## config.mk

```make
export PLATFORM = sky130hd
export DESIGN_NAME = forage_arbiter
export DESIGN_NICKNAME = d
export VERILOG_FILES = /design/src/rtl/forage_pkg.sv /design/src/rtl/forage_ctl.sv /design/src/rtl/forage_path.sv /design/src/rtl/forage_arbiter.sv
export SDC_FILE = /design/constraint.sdc
export NUM_CORES = 1
export LEC_CHECK = 0
export ABC_AREA = 0
export BUFFER_PORTS_ARGS = -buffer_cell sky130_fd_sc_hd__buf_2
export CORE_AREA = 3 3 40 42
export CTS_CLUSTER_DIAMETER = 120
export DETAILED_ROUTE_END_ITERATION = 10
export DIE_AREA = 0 0 43 45
export GPL_TIMING_DRIVEN = 0
export PLACE_DENSITY = 0.46
export SLEW_MARGIN = 20
export SYNTH_ARGS = -nofsm -noshare
export SYNTH_HDL_FRONTEND = slang
export SYNTH_SLANG_ARGS = --single-unit
export TNS_END_PERCENT = 50
```

## constraint.sdc

```tcl
create_clock -name clk -period 2.9 [get_ports clk]
set_clock_uncertainty 0.2 [all_clocks]
set_input_delay 0.145 -clock clk [delete_from_list [all_inputs] [get_ports clk]]
set_output_delay 0.145 -clock clk [all_outputs]
set_load 0.01 [all_outputs]
```

## src/rtl/forage_pkg.sv

```systemverilog
package forage_pkg;
  typedef enum logic {ST_SEARCH = 1'b0, ST_CARRY = 1'b1} forageState_t;

  typedef struct packed {
    logic held;
    logic home;
    logic delivered;
    logic peerLoaded;
    logic collide;
  } cueVec_t;

  typedef struct packed {
    logic carryNext;
    logic followReq;
    logic collide;
  } ctlStrobe_t;
endpackage

```

## src/rtl/forage_ctl.sv

```systemverilog
module forage_ctl
  import forage_pkg::*;
(
  input  logic       clk,
  input  logic       rstN,
  input  cueVec_t    cueQ,
  output ctlStrobe_t strobe
);
  forageState_t state, stateNext;

  always_comb begin
    stateNext = state;
    unique case (state)
      ST_SEARCH: if (cueQ.held && !cueQ.home) stateNext = ST_CARRY;
      ST_CARRY:  if (cueQ.home && cueQ.delivered) stateNext = ST_SEARCH;
      default:   stateNext = ST_SEARCH;
    endcase
  end

  always_ff @(posedge clk) begin
    if (!rstN) state <= ST_SEARCH;
    else       state <= stateNext;
  end

  always_comb begin
    strobe.carryNext = (stateNext == ST_CARRY);
    strobe.followReq = cueQ.peerLoaded;
    strobe.collide   = cueQ.collide;
  end

  AST_DELIVER_EXIT: assert property (@(posedge clk) disable iff (!rstN)
    (state == ST_CARRY && cueQ.home && cueQ.delivered) |=> state == ST_SEARCH);
  AST_HOME_PRECEDENCE: assert property (@(posedge clk) disable iff (!rstN)
    (state == ST_SEARCH && cueQ.held && cueQ.home) |=> state == ST_SEARCH);
endmodule

```

## src/rtl/forage_path.sv

```systemverilog
module forage_path
  import forage_pkg::*;
(
  input  logic       clk,
  input  logic       rstN,
  input  logic       itemHeld,
  input  logic       atHome,
  input  logic       itemDelivered,
  input  logic       peerLoaded,
  input  logic       collisionSoon,
  input  ctlStrobe_t strobe,
  output cueVec_t    cueQ,
  output logic       enWander,
  output logic       enDisperse,
  output logic       enHome,
  output logic       enFollow,
  output logic       suppressLow,
  output logic       carrying
);
  always_ff @(posedge clk) begin
    if (!rstN) cueQ <= '0;
    else       cueQ <= '{held: itemHeld, home: atHome, delivered: itemDelivered,
                         peerLoaded: peerLoaded, collide: collisionSoon};
  end

  always_ff @(posedge clk) begin
    if (!rstN) begin
      enWander    <= 1'b1;
      enDisperse  <= 1'b1;
      enHome      <= 1'b0;
      enFollow    <= 1'b0;
      suppressLow <= 1'b0;
      carrying    <= 1'b0;
    end else begin
      enWander <= 1'b1;
      carrying <= strobe.carryNext;
      if (strobe.collide) begin
        enDisperse  <= 1'b0;
        enHome      <= 1'b0;
        enFollow    <= 1'b0;
        suppressLow <= 1'b1;
      end else begin
        enDisperse  <= !strobe.carryNext;
        enHome      <= strobe.carryNext;
        enFollow    <= strobe.carryNext && strobe.followReq;
        suppressLow <= strobe.carryNext;
      end
    end
  end

  AST_WANDER_UNDER_ALL: assert property (@(posedge clk) disable iff (!rstN)
    (enDisperse || enHome || enFollow) |-> enWander);
  AST_DISPERSE_HOME_EXCL: assert property (@(posedge clk) disable iff (!rstN)
    !(enDisperse && enHome));
  AST_COLLIDE_SOLE: assert property (@(posedge clk) disable iff (!rstN)
    strobe.collide |=> (!enDisperse && !enHome && !enFollow && suppressLow));
  AST_FOLLOW_NEEDS_CARRY: assert property (@(posedge clk) disable iff (!rstN)
    enFollow |-> carrying);
endmodule

```

## src/rtl/forage_arbiter.sv

```systemverilog
module forage_arbiter
  import forage_pkg::*;
(
  input  logic clk,
  input  logic rstN,
  input  logic itemHeld,
  input  logic atHome,
  input  logic itemDelivered,
  input  logic peerLoaded,
  input  logic collisionSoon,
  output logic enWander,
  output logic enDisperse,
  output logic enHome,
  output logic enFollow,
  output logic suppressLow,
  output logic carrying
);
  cueVec_t    cueQ;
  ctlStrobe_t strobe;

  forage_path uPath (
    .clk(clk), .rstN(rstN),
    .itemHeld(itemHeld), .atHome(atHome), .itemDelivered(itemDelivered),
    .peerLoaded(peerLoaded), .collisionSoon(collisionSoon),
    .strobe(strobe), .cueQ(cueQ),
    .enWander(enWander), .enDisperse(enDisperse), .enHome(enHome),
    .enFollow(enFollow), .suppressLow(suppressLow), .carrying(carrying)
  );

  forage_ctl uCtl (
    .clk(clk), .rstN(rstN), .cueQ(cueQ), .strobe(strobe)
  );
endmodule

```

Word-level counts from Yosys, hierarchy flattened:

Cells that the tools add are included.

* input bits: 7
* register bits after elaboration: 10
* output and inout bits: 6
* logic and storage cells: 23

* bitwise gates (word level): 2
* muxes and demuxes: 5
* reduce and logical (&&, ||, !) cells: 6

Operators with widths (number)
* 1-bit 2-to-1 mux: 4
* 1-bit logical AND: 3
* 1-bit logical NOT: 2
* 1-bit inverter: 2
* 1-bit case mux with 2 select lines: 1
* 2-bit OR reduction: 1

Depth between registers and ports, before layout:

* depth after elaboration: 6
* gate-level depth with buffers: 2

Hierarchy:

A second synthesis with hierarchy kept.

* cells, all modules: 32
* area, all modules: 369.1 sq um

Modules (own cells, without submodules)
* forage_path: seq. area each 200.2 sq um, area an instance 289.0 sq um, cells each 22, times used 1
* forage_ctl: seq. area each 20.0 sq um, area an instance 80.1 sq um, cells each 10, times used 1

Worst setup path before layout:

No wires, ideal clock.

* path type: flip-flop to flip-flop
* start point: register, netlist name uPath.carrying
* end point: register uPath.enFollow
* data arrival time: 0.933 ns
* cell stages (with the launch flop): 3
* setup time: 0.100 ns
* path slack: 1.667 ns
* clock period less this slack: 1.233 ns
* data required time: 2.600 ns
* path buffers: 0
* cell sequence: dfxtp_1 -> a21bo_2 -> a2111oi_4

RTL lines
* end signal, assigned: line forage_path.sv:45 `enFollow <= strobe.carryNext && strobe.followReq;`
* end, declared: line forage_path.sv:16 `output logic enFollow,`

Worst setup path after layout:

* start point: input port rstN
* end point: register, netlist name uPath.cueQ[4]

RTL lines
* start, declared: line forage_arbiter.sv:5 `input logic rstN,`

No word-level cell between the ends.

==> impl_results.rst <==
.. list-table::
   :header-rows: 1

   * - Metric
     - Value
   * - Count of clock tree sinks
     - 10
   * - Setup slack, reg-to-reg
     - 1700 ps
   * - Clock latency on the worst-skew pair
     - 250 ps
   * - Final setup TNS
     - 0 ps
   * - Area grow syn2layout
     - 55.4%
   * - Yosys warning total
     - 0
   * - DRC violations left
     - 0
   * - Max FO, Critical Path
     - 8
   * - Data arrival time of the critical path
     - 1510 ps
   * - Clock Pin Slew Worst Setup and Hold Paths
     - 60 ps
   * - Max Clock Freq
     - 638 MHz
   * - Antenna Violating Nets Remaining
     - 0
   * - Clock network fraction of total power
     - 32.2%
   * - # port buffers
     - 11
   * - Worst reg2reg path startpoint
     - uPath.carrying
   * - Routed WL per cell
     - 8.20 um
   * - Seq cells post-synth
     - 10
   * - Core area
     - 1280 um2
   * - Num CTS Buffers
     - 3
   * - Hold EP
     - uPath.enFollow
   * - Biggest area contributors in the synthesized netlist
     - sky130_fd_sc_hd__dfxtp_1 59%, sky130_fd_sc_hd__and2_1 9.3%, sky130_fd_sc_hd__a2111oi_4 8.2%
   * - Syn nets
     - 35
   * - Count of inserted antenna diode cells
     - 0
   * - VDD IR-drop max
     - 0.210 mV
   * - Category of the critical setup timing path
     - in -> reg
   * - Die span in x
     - 43 um
   * - Cell depth of the worst min-delay path
     - 2
   * - Count of max-cap constraint violations
     - 0
   * - Iter 0 DRT Violations
     - 0
   * - Pwr/cell area
     - 516 nW/um2
   * - Origin of the worst min-delay path
     - uPath.cueQ[1]
   * - Master cell of the clock root buffer
     - sky130_fd_sc_hd__clkbuf_4
   * - Gr usage total
     - 6.61%
   * - Pre-antenna DRT Iters
     - 1
   * - Global-route wire length before repair
     - 890 um
   * - Endpoints failing setup
     - 0
   * - Internal portion of total power
     - 0.000214 W
   * - Maximum clock path buffer count
     - 2
   * - Die Y-Extent
     - 45 um
   * - Highest-count cells in the layout ignoring fill and taps
     - 11 x sky130_fd_sc_hd__buf_2, 10 x sky130_fd_sc_hd__dfxtp_1, 9 x sky130_fd_sc_hd__dlygate4sd3_1
   * - Number of vias per cell
     - 4.06
   * - Starting Density
     - 26.2%
   * - Total leakage power
     - 0.234 nW
   * - Core Rows
     - 13
   * - Cell total after placement
     - 54
   * - Proportion of power drawn by combinational gates
     - 12.6%
   * - Clock period minus worst slack
     - 1570 ps
   * - Final Hold Viols
     - 0
   * - Unrepaired setup endpoints after global routing
     - no
   * - Number of global-route vias before repair
     - 256
   * - Net count reported at finish
     - 60
   * - Max-slew violation count
     - 0
   * - Length in cells of the worst reg-to-reg path
     - 2
   * - RR Endpoint
     - uPath.enFollow
   * - Total power after layout
     - 0.000270 W
   * - Required time at the endpoint of the critical path
     - 2840 ps
   * - Count of unique library cells instantiated by Yosys
     - 14
   * - Total setup buffers inserted after CTS
     - 0
   * - Syn Inst Count
     - 28
   * - Final non-filler cell total
     - 66
   * - Routability congestion estimate from global placement
     - 0.601
   * - Portion of total power attributed to sequential cells
     - 55.3%
   * - Maximum number of pins on one net before global-route repair
     - 9
   * - Fraction of layout cells with a size suffix above 1
     - 33.3%
   * - Hold/Removal Path Class
     - reg -> reg
   * - Sequential fraction of the synthesis area
     - 59.5%
   * - Syn avg cell area
     - 12.0 um2
   * - Most common cell after layout, fill and taps aside
     - sky130_fd_sc_hd__buf_2
   * - Gr ovfl total
     - 0
   * - Fillcell total
     - 128
   * - Worst setup EP type
     - flop
   * - Critical Path Start Type
     - primary input
   * - Wirelength, routed
     - 541 um
   * - Post-synth top area cell
     - sky130_fd_sc_hd__dfxtp_1
   * - Antenna violations before repair
     - 0
   * - Fraction of the cycle the final worst path needs
     - 54.1%
   * - Die ar.
     - 1940 um2
   * - Fraction of power spent switching nets
     - 20.8%
   * - Number of primary I/O pins
     - 13
   * - H-Tree Level Count
     - 1
   * - Outcome
     - finished, final reports clean
   * - NetSw
     - 0.0000561 W
   * - Area share of the largest cell type after synthesis
     - 59.5%
   * - Summed instance area of the synthesized netlist
     - 337 um2
   * - Via count of the routed design
     - 268
   * - Clock tree from TritonCTS
     - done
[final cells by class]
class                           count  area, um2  share of cell area (%)
Buffer                              1       7.51                    1.44
Clock buffer                        3       22.5                    4.31
Inverter                            2       7.51                    1.44
Multi-Input combinational cell     15        121                    23.2
Sequential cell                    10        200                    38.3
Tap cell                           15       18.8                    3.59
Timing Repair Buffer               20        145                    27.8
[routing by layer]
layer,track usage (%),part of all wire (%)
met5,0,0
met4,7.23,0
met3,3.19,11
met2,10.8,47
met1,5.62,42
[synth_stat cells]
cell type / instances
sky130_fd_sc_hd__dfxtp_1: 10
sky130_fd_sc_hd__and2_1: 5
sky130_fd_sc_hd__inv_1: 2
sky130_fd_sc_hd__a2111oi_4: 1
sky130_fd_sc_hd__a211oi_1: 1
sky130_fd_sc_hd__a21bo_2: 1
sky130_fd_sc_hd__a21boi_0: 1
sky130_fd_sc_hd__a21oi_1: 1
sky130_fd_sc_hd__buf_4: 1
sky130_fd_sc_hd__conb_1: 1
sky130_fd_sc_hd__nand2b_1: 1
sky130_fd_sc_hd__nor2b_1: 1
sky130_fd_sc_hd__o31a_1: 1
sky130_fd_sc_hd__o31ai_1: 1
[power groups by stage]
stage | combinational, W | sequential [W] | clock, W
after floorplan | 0.0000129 | 0.000154 | 0
after global placement | 0.0000248 | 0.000152 | 0
after detailed placement | 0.0000253 | 0.000152 | 0
after CTS | 0.0000344 | 0.000149 | 0.0000918
after global routing | 0.0000374 | 0.000150 | 0.0000943
final | 0.0000339 | 0.000149 | 0.0000868
[state kept, by name, indices dropped and copies added, names as in the netlist]
register,count
uPath.suppressLow,1
uPath.enHome,1
uPath.enDisperse,1
uPath.carrying,1
uPath.enFollow,1
uPath.cueQ,5
[what timing repair did]
| action | in CTS | in global routing |
|---|---|---|
| endpoints found under the hold margin | 7 | 0 |
| hold buffers | 9 | 0 |
| gates resized for setup | 0 | 0 |
[cells by family (layout without fill, tap and decap cells)]
family / Yosys count / count (layout) / synth area share (%)
flip-flops: 10 / 10 / 59.5
buffers and inverters: 3 / 26 / 4.46
other: 1 / 1 / 1.11
AND/OR/NAND/NOR: 7 / 7 / 13.0
AO/OA/AOI/OAI: 7 / 7 / 21.9
[how the worst max path moves through the flow]
| stage | startpoint | to | depth (start not counted) |
|---|---|---|---|
| floorplan | uPath.carrying | uPath.enFollow | 2 |
| CTS | rstN | uPath.cueQ[2] | 4 |
| finish | rstN | uPath.cueQ[4] | 4 |
| global placement | uPath.carrying | uPath.enFollow | 2 |
| detailed placement | uPath.carrying | uPath.enFollow | 2 |
| global route | rstN | uPath.cueQ[4] | 4 |
[per-stage QoR]
| stage | cell area (um2) | worst slack, ps | utilization (%) | hold slack, ps |
|---|---|---|---|---|
| 2_1_floorplan | 337 | 1670 | - | 16.1 |
| 3_5_place_dp | 410 | 1700 | 31.9 | 154 |
| 6_report | 523 | 1330 | 40.7 | 279 |
| 3_3_place_gp | 410 | 1700 | 31.9 | 144 |
| 4_1_cts | 523 | 1340 | 40.7 | 281 |
| 5_1_grt | 523 | 1290 | 40.7 | 306 |
[worst max-delay path: stages]
cell	delay (ps)
sky130_fd_sc_hd__dlygate4sd3_1	530
sky130_fd_sc_hd__buf_2	160
sky130_fd_sc_hd__and2_1	140
sky130_fd_sc_hd__dlygate4sd3_1	540
Power figures use the tool's default switching activity.
